File: config.mk
export PLATFORM = sky130hd
export DESIGN_NAME = tbl_guard_top
export DESIGN_NICKNAME = d
export VERILOG_FILES = /design/src/rtl/tbl_guard_pkg.sv /design/src/rtl/tbl_region_dec.sv /design/src/rtl/tbl_prot_bits.sv /design/src/rtl/tbl_ptr_unit.sv /design/src/rtl/tbl_guard_top.sv
export SDC_FILE = /design/constraint.sdc
export NUM_CORES = 1
export LEC_CHECK = 0
export ABC_CLOCK_PERIOD_IN_PS = 4600
export BUFFER_PORTS_ARGS = -buffer_cell sky130_fd_sc_hd__buf_2
export CAP_MARGIN = 20
export CORE_MARGIN = 5
export CORE_UTILIZATION = 25
export DETAILED_ROUTE_END_ITERATION = 7
export PLACE_DENSITY = 0.44
export SLEW_MARGIN = 10
export SYNTH_ARGS = -nofsm -noshare
export SYNTH_HDL_FRONTEND = slang
export SYNTH_SLANG_ARGS = --single-unit
File: constraint.sdc
create_clock -name clk -period 4.6 [get_ports clk]
set_input_delay 0.46 -clock clk [delete_from_list [all_inputs] [get_ports clk]]
set_output_delay 0.46 -clock clk [all_outputs]
set_load 0.02 [all_outputs]
File: src/rtl/tbl_guard_pkg.sv
package tbl_guard_pkg;
  typedef enum logic [1:0] {
    PM_HOLD     = 2'b00,
    PM_POST_INC = 2'b01,
    PM_POST_DEC = 2'b10,
    PM_PRE_INC  = 2'b11
  } ptr_mode_e;

  typedef enum logic [1:0] {
    PD_NONE = 2'b00,
    PD_DATA = 2'b01,
    PD_ZERO = 2'b10
  } pend_e;

  localparam logic [12:0] TBL_OPC_HI = 13'h0001;
endpackage

File: src/rtl/tbl_region_dec.sv
module tbl_region_dec #(
  parameter int AW         = 21,
  parameter int BOOT_BYTES = 512,
  parameter int BLK_BYTES  = 8192,
  parameter int NUM_BLKS   = 4,
  localparam int IW        = $clog2(NUM_BLKS + 1)
) (
  input  logic [AW-1:0] addr,
  output logic [IW-1:0] region,
  output logic          implemented
);
  localparam int BLK_SHIFT  = $clog2(BLK_BYTES);
  localparam int IMPL_LIMIT = NUM_BLKS * BLK_BYTES;

  logic [AW-1:0] hi;

  always_comb begin
    hi          = addr >> BLK_SHIFT;
    implemented = (addr < AW'(IMPL_LIMIT));
    if (addr < AW'(BOOT_BYTES)) region = '0;
    else                        region = IW'(hi) + IW'(1);
  end
endmodule

File: src/rtl/tbl_prot_bits.sv
module tbl_prot_bits #(
  parameter int NREG = 5
) (
  input  logic            clk,
  input  logic            rst,
  input  logic            cfg_we,
  input  logic [NREG-1:0] wd_xg,
  input  logic [NREG-1:0] wd_wg,
  input  logic [NREG-1:0] wd_rg,
  input  logic            erase_req,
  input  logic            ext_prog,
  output logic [NREG-1:0] xg,
  output logic [NREG-1:0] wg,
  output logic [NREG-1:0] rg
);
  logic erase_ok;
  assign erase_ok = erase_req && ext_prog;

  always_ff @(posedge clk) begin
    if (rst || erase_ok) begin
      xg <= '1;
      wg <= '1;
      rg <= '1;
    end else if (cfg_we) begin
      xg <= xg & wd_xg;
      wg <= wg & wd_wg;
      rg <= rg & wd_rg;
    end
  end

  // outside a qualified erase no bit rises
  for (genvar g = 0; g < NREG; g++) begin : g_mono
    a_r6_no_rise: assert property (@(posedge clk) disable iff (rst)
      !erase_ok |=> !($rose(xg[g]) || $rose(wg[g]) || $rose(rg[g])));
  end
endmodule

File: src/rtl/tbl_ptr_unit.sv
module tbl_ptr_unit
  import tbl_guard_pkg::*;
#(
  parameter int AW = 21
) (
  input  logic          clk,
  input  logic          rst,
  input  logic          load,
  input  logic [AW-1:0] load_val,
  input  logic          step_en,
  input  ptr_mode_e     mode,
  output logic [AW-1:0] ptr,
  output logic [AW-1:0] acc_addr
);
  logic [AW-1:0] ptr_inc, ptr_dec;

  always_comb begin
    ptr_inc  = ptr + AW'(1);
    ptr_dec  = ptr - AW'(1);
    acc_addr = (mode == PM_PRE_INC) ? ptr_inc : ptr;
  end

  always_ff @(posedge clk) begin
    if (rst) ptr <= '0;
    else if (load) ptr <= load_val;
    else if (step_en) begin
      unique case (mode)
        PM_HOLD:                 ptr <= ptr;
        PM_POST_INC, PM_PRE_INC: ptr <= ptr_inc;
        PM_POST_DEC:             ptr <= ptr_dec;
      endcase
    end
  end

  a_r7_hold_idle: assert property (@(posedge clk) disable iff (rst)
    (!load && !step_en) |=> $stable(ptr));
  a_r7_post_dec: assert property (@(posedge clk) disable iff (rst)
    (!load && step_en && mode == PM_POST_DEC) |=> (ptr == $past(ptr) - AW'(1)));
  a_r12_load: assert property (@(posedge clk) disable iff (rst)
    load |=> (ptr == $past(load_val)));
endmodule

File: src/rtl/tbl_guard_top.sv
module tbl_guard_top
  import tbl_guard_pkg::*;
#(
  parameter int AW         = 21,
  parameter int DW         = 8,
  parameter int BOOT_BYTES = 512,
  parameter int BLK_BYTES  = 8192,
  parameter int NUM_BLKS   = 4
) (
  input  logic              clk,
  input  logic              rst,
  input  logic              op_valid,
  input  logic [15:0]       opcode,
  input  logic [AW-1:0]     instr_addr,
  input  logic [DW-1:0]     wr_data,
  input  logic              ext_prog,
  input  logic              ptr_load,
  input  logic [AW-1:0]     ptr_load_val,
  input  logic              cfg_we,
  input  logic [NUM_BLKS:0] cfg_xg,
  input  logic [NUM_BLKS:0] cfg_wg,
  input  logic [NUM_BLKS:0] cfg_rg,
  input  logic              erase_req,
  input  logic [DW-1:0]     mem_rdata,
  output logic [AW-1:0]     mem_addr,
  output logic              mem_rd,
  output logic              mem_we,
  output logic [DW-1:0]     mem_wdata,
  output logic [DW-1:0]     tablat,
  output logic [AW-1:0]     tbl_ptr,
  output logic              deny_err
);
  localparam int NREG       = NUM_BLKS + 1;
  localparam int IW         = $clog2(NREG);
  localparam int IMPL_LIMIT = NUM_BLKS * BLK_BYTES;

  logic [NREG-1:0] xg, wg, rg;
  logic [AW-1:0]   acc_addr;
  logic [IW-1:0]   tgt_reg, src_reg;
  logic            tgt_impl, src_impl;
  logic            busy, is_tbl, is_wr, accept, allow;
  logic [NREG-1:0] tgt_oh;
  pend_e           pend;
  ptr_mode_e       mode;

  assign mode   = ptr_mode_e'(opcode[1:0]);
  assign is_tbl = (opcode[15:3] == TBL_OPC_HI);
  assign is_wr  = opcode[2];
  assign accept = op_valid && is_tbl && !busy && !ptr_load;

  tbl_prot_bits #(.NREG(NREG)) i_bits (
    .clk(clk), .rst(rst), .cfg_we(cfg_we),
    .wd_xg(cfg_xg), .wd_wg(cfg_wg), .wd_rg(cfg_rg),
    .erase_req(erase_req), .ext_prog(ext_prog),
    .xg(xg), .wg(wg), .rg(rg)
  );

  tbl_ptr_unit #(.AW(AW)) i_ptr (
    .clk(clk), .rst(rst), .load(ptr_load), .load_val(ptr_load_val),
    .step_en(accept), .mode(mode), .ptr(tbl_ptr), .acc_addr(acc_addr)
  );

  tbl_region_dec #(.AW(AW), .BOOT_BYTES(BOOT_BYTES), .BLK_BYTES(BLK_BYTES),
                   .NUM_BLKS(NUM_BLKS)) i_tgt_dec (
    .addr(acc_addr), .region(tgt_reg), .implemented(tgt_impl)
  );

  tbl_region_dec #(.AW(AW), .BOOT_BYTES(BOOT_BYTES), .BLK_BYTES(BLK_BYTES),
                   .NUM_BLKS(NUM_BLKS)) i_src_dec (
    .addr(instr_addr), .region(src_reg), .implemented(src_impl)
  );

  always_comb begin
    tgt_oh = NREG'(1) << tgt_reg;
    if (ext_prog)   allow = |(xg & tgt_oh);
    else if (is_wr) allow = |(wg & tgt_oh);
    else            allow = |(rg & tgt_oh) || (src_impl && src_reg == tgt_reg);
  end

  always_ff @(posedge clk) begin
    if (rst) begin
      busy      <= 1'b0;
      pend      <= PD_NONE;
      mem_addr  <= '0;
      mem_rd    <= 1'b0;
      mem_we    <= 1'b0;
      mem_wdata <= '0;
      tablat    <= '0;
      deny_err  <= 1'b0;
    end else begin
      mem_rd   <= 1'b0;
      mem_we   <= 1'b0;
      deny_err <= 1'b0;
      if (busy) begin
        busy <= 1'b0;
        pend <= PD_NONE;
        if (pend == PD_DATA)      tablat <= mem_rdata;
        else if (pend == PD_ZERO) tablat <= '0;
      end
      if (accept) begin
        busy     <= 1'b1;
        mem_addr <= acc_addr;
        if (is_wr) mem_wdata <= wr_data;
        if (!tgt_impl) begin
          pend <= is_wr ? PD_NONE : PD_ZERO;
        end else if (allow) begin
          if (is_wr) mem_we <= 1'b1;
          else begin
            mem_rd <= 1'b1;
            pend   <= PD_DATA;
          end
        end else begin
          deny_err <= 1'b1;
          pend     <= is_wr ? PD_NONE : PD_ZERO;
        end
      end
    end
  end

  a_r11_err_single: assert property (@(posedge clk) disable iff (rst)
    deny_err |=> !deny_err);
  a_r9_no_back_to_back: assert property (@(posedge clk) disable iff (rst)
    (mem_rd || mem_we || deny_err) |=> !(mem_rd || mem_we || deny_err));
  a_r2_no_rd_unimpl: assert property (@(posedge clk) disable iff (rst)
    (mem_rd || mem_we) |-> (mem_addr < AW'(IMPL_LIMIT)));
  a_r8_other_opc: assert property (@(posedge clk) disable iff (rst)
    (op_valid && !is_tbl && !busy) |=> !(mem_rd || mem_we || deny_err));
  a_r11_excl: assert property (@(posedge clk) disable iff (rst)
    $countones({mem_rd, mem_we, deny_err}) <= 1);
endmodule

==> metrics.md <==
| Metric | Value |
|---|---|
| Finished Layout Cells | `957` |
| Synthesized flop and latch total | `79` |
| Sequential area share after synthesis | `33.7%` |
| Post-synth top cells | `dfxtp_1 (79), nand2_1 (75), nor2_1 (73)` |
| Hold slack | `0.336 ns` |
| IO Count | `157` |
| Synth Area in Adders | `1.86%` |
| CP Max Fanout | `9` |
| Clock Tree Root | `clkbuf_16` |
| Post-Syn Area | `4700 um2` |
| Setup WS pre-CTS | `0.547 ns` |
| MaxCap Viol Count | `0` |
| Hold Buf Count CTS | `0` |
| Lkg Pwr | `2.31 nW` |
| P&R area growth vs syn | `26.1%` |
| Post-synth top area cell | `dfxtp_1` |
| Slack of the critical path | `0.485 ns` |
| Bufs on Longest Clock Path | `2` |
| WP data required | `4.86 ns` |
| Vias in the first global route | `4686` |
| Simple-gate portion of the synthesized area | `29.8%` |
| RSZ-0062 raised after global routing | `no` |
| Drt total wl | `15500 um` |
| Syn nets | `698` |
| Antenna violations before repair | `1` |
| Final hold violation count | `0` |
| Final period util | `89.5%` |
| CTS resizes | `0` |
| Critical path launch point type | `flop` |
| Crit end category | `flop` |
| Final Skew | `0.00831 ns` |
| First-pass GRT wire length | `24700 um` |
| Final ANT Viol Nets | `0` |
| Slowest CP cell | `dfxtp_1` |
| GP Congestion | `0.814` |
| Residual DRC | `0` |
| First-iteration detailed-routing DRC count | `235` |
| Critical path's top delay family | `compound AO/OA/AOI/OAI gates` |
| Total track usage | `14.1%` |
| Std-Cell Core Area | `18600 um2` |
| Worst-Skew Late Latency | `0.35 ns` |
| Drt wl/cell | `16.2 um` |
| Maximum VDD drop | `192 uV` |
| Total grt overflow | `0` |
| Final worst path period need | `4.11 ns` |
| Crit path DAT | `4.38 ns` |
| Kind of critical path | `reg -> reg` |
| Cell Rows | `50` |
| Nets | `821` |
| Initial Util | `25.3%` |
| Number of synthesized flops with an enable pin | `0` |
| Compound-Gate Fraction of Synth Area | `19.5%` |
| Ys async rst share | `0%` |
| Count leader, synth | `dfxtp_1` |
| Synth Flop Type | `dfxtp_1` |
| # Post-CTS Setup Buffers | `0` |
| Die height | `147 um` |
| DIE WIDTH | `147 um` |
| Max Slew Vio Count | `0` |
| Die area | `21600 um2` |
| Setup TNS | `0 ns` |
| Setup-failing EPs final | `0` |
| Max_slew headroom | `34.4%` |
| Class of the worst hold path | `in -> reg` |
| ANT cells | `0` |
| Pwr Total | `0.00179 W` |
| Crit-path cells | `ha_1 -> nand3_2 -> nor3_1 -> nand2_1 -> xor2_1 -> inv_1 -> ha_1 -> xor2_1 -> nand3_1 -> a2111oi_0 -> a311o_1 -> a211oi_2 -> a311oi_2 -> o31ai_2 -> a211oi_2` |
| Syn Area/Cell | `7.89 um2` |
| F_max | `243 MHz` |
| Vias per std cell | `4.85` |
| H-Tree Depth | `3` |
| Top cells by area, synth | `dfxtp_1 (34%), nand2_1 (6.0%), nor2_1 (5.8%)` |
| TritonCTS clock tree | `yes` |
| Worst Max-Slew Pin Slew | `0.980 ns` |
| Netlist cell types | `76` |
| Cts bufs inserted | `9` |
| Layout cell share with drive strength beyond 1 | `28.6%` |
| Gate Count Post-Synth | `595` |
| Pwr/cell area | `301 nW/um2` |
| Largest stage delay on the critical path | `0.55 ns` |
| Synth Area in XOR/XNOR | `7.46%` |
| Ys Warns | `0` |
| Placed cell count | `940` |
| # port buffers | `147` |
| Post-synthesis mux area share | `1.97%` |
| Sink Count | `79` |
| Buffers & Inverters on Critical Path | `1` |
| Clk slew on worst S/H paths | `0.06 ns` |
| Via count | `4640` |
| Fillers | `1987` |
| Main combinational cell family by area after synthesis | `simple AND/OR/NAND/NOR gates` |
| Status | `finished, final reports clean` |
| Post-DP HPWL | `12000 um` |
| Drt pass-1 iters | `4` |
| Largest net degree at the start of global routing | `64` |
| Synth top area share | `33.7%` |
## sequential cells by signal, summed over array words and instances, names as in the netlist
register   flops
mem_we         1
busy           1
i_bits.rg      5
pend           2
tablat         8
i_bits.wg      5
deny_err       1
mem_rd         1
mem_addr      21
mem_wdata      8
i_ptr.ptr     21
i_bits.xg      5
## metal layers
layer / part of all wire (%) / track usage, %
met3: 6.2 / 4.26
met2: 45 / 22.6
met4: 1.1 / 4.05
met5: 0.045 / 0
met1: 47 / 18.4
## logic make-up after synthesis
family | after synthesis
compound gates | 133
xor+xnor | 40
fa+ha+maj | 7
buf+inv | 58
flops | 79
mux | 9
simple gates | 269
## worst paths after layout
check / from / to / slack [ns] / depth (start not counted)
worst max register to register: i_ptr.ptr[0]$_SDFFE_PP0P_ / pend[0]$_SDFF_PP0_ / 0.49 / 15
worst max-delay path: i_ptr.ptr[0]$_SDFFE_PP0P_ / pend[0]$_SDFF_PP0_ / 0.49 / 15
worst min register to register: tablat[1]$_SDFFE_PP0P_ / tablat[1]$_SDFFE_PP0P_ / 0.45 / 2
worst min-delay path: cfg_rg[0] / i_bits.rg[0]$_SDFFE_PP1P_ / 0.34 / 3
## tightest hold or removal path, cell delays in order
cell	delay (ns)
buf_2	0.07
o21ai_0	0.06
nand2_1	0.06
## placed cells by master (no fill, tap or decap), types with 8 or more instances in the layout
cell	instances
nor4_1	12
nand3_1	20
dfxtp_1	79
xnor2_1	29
nor3_1	17
nand4_1	8
a211oi_1	21
buf_4	11
clkbuf_16	9
buf_2	147
nand2_1	75
o21ai_0	28
a21oi_1	40
xor2_1	11
inv_1	10
nor2_1	72
or3_1	13
## final cells by class
class | instances | area [um2] | area share [%]
repair buffers | 159 | 826 | 13.9
clock buffers | 12 | 256 | 4.33
flip-flops and latches | 79 | 1580 | 26.7
well taps | 234 | 293 | 4.94
inverters | 11 | 41.3 | 0.697
multi-input cells | 458 | 2850 | 48.1
clock inverters | 4 | 77.6 | 1.31
## per-stage QoR
stage	instance area, um2	utilization (%)
2_1_floorplan	4700	-
3_3_place_gp	5580	30.0
3_5_place_dp	5580	30.0
4_1_cts	5910	31.8
5_1_grt	5920	31.9
6_report	5920	31.9
## where the power goes
group          total, W  internal [W]  switching, W
clock          0.000802      0.000507      0.000295
combinational  0.000253      0.000106      0.000146
sequential     0.000731      0.000702     0.0000284
total           0.00179       0.00132      0.000469
Power figures use the tool's default switching activity.
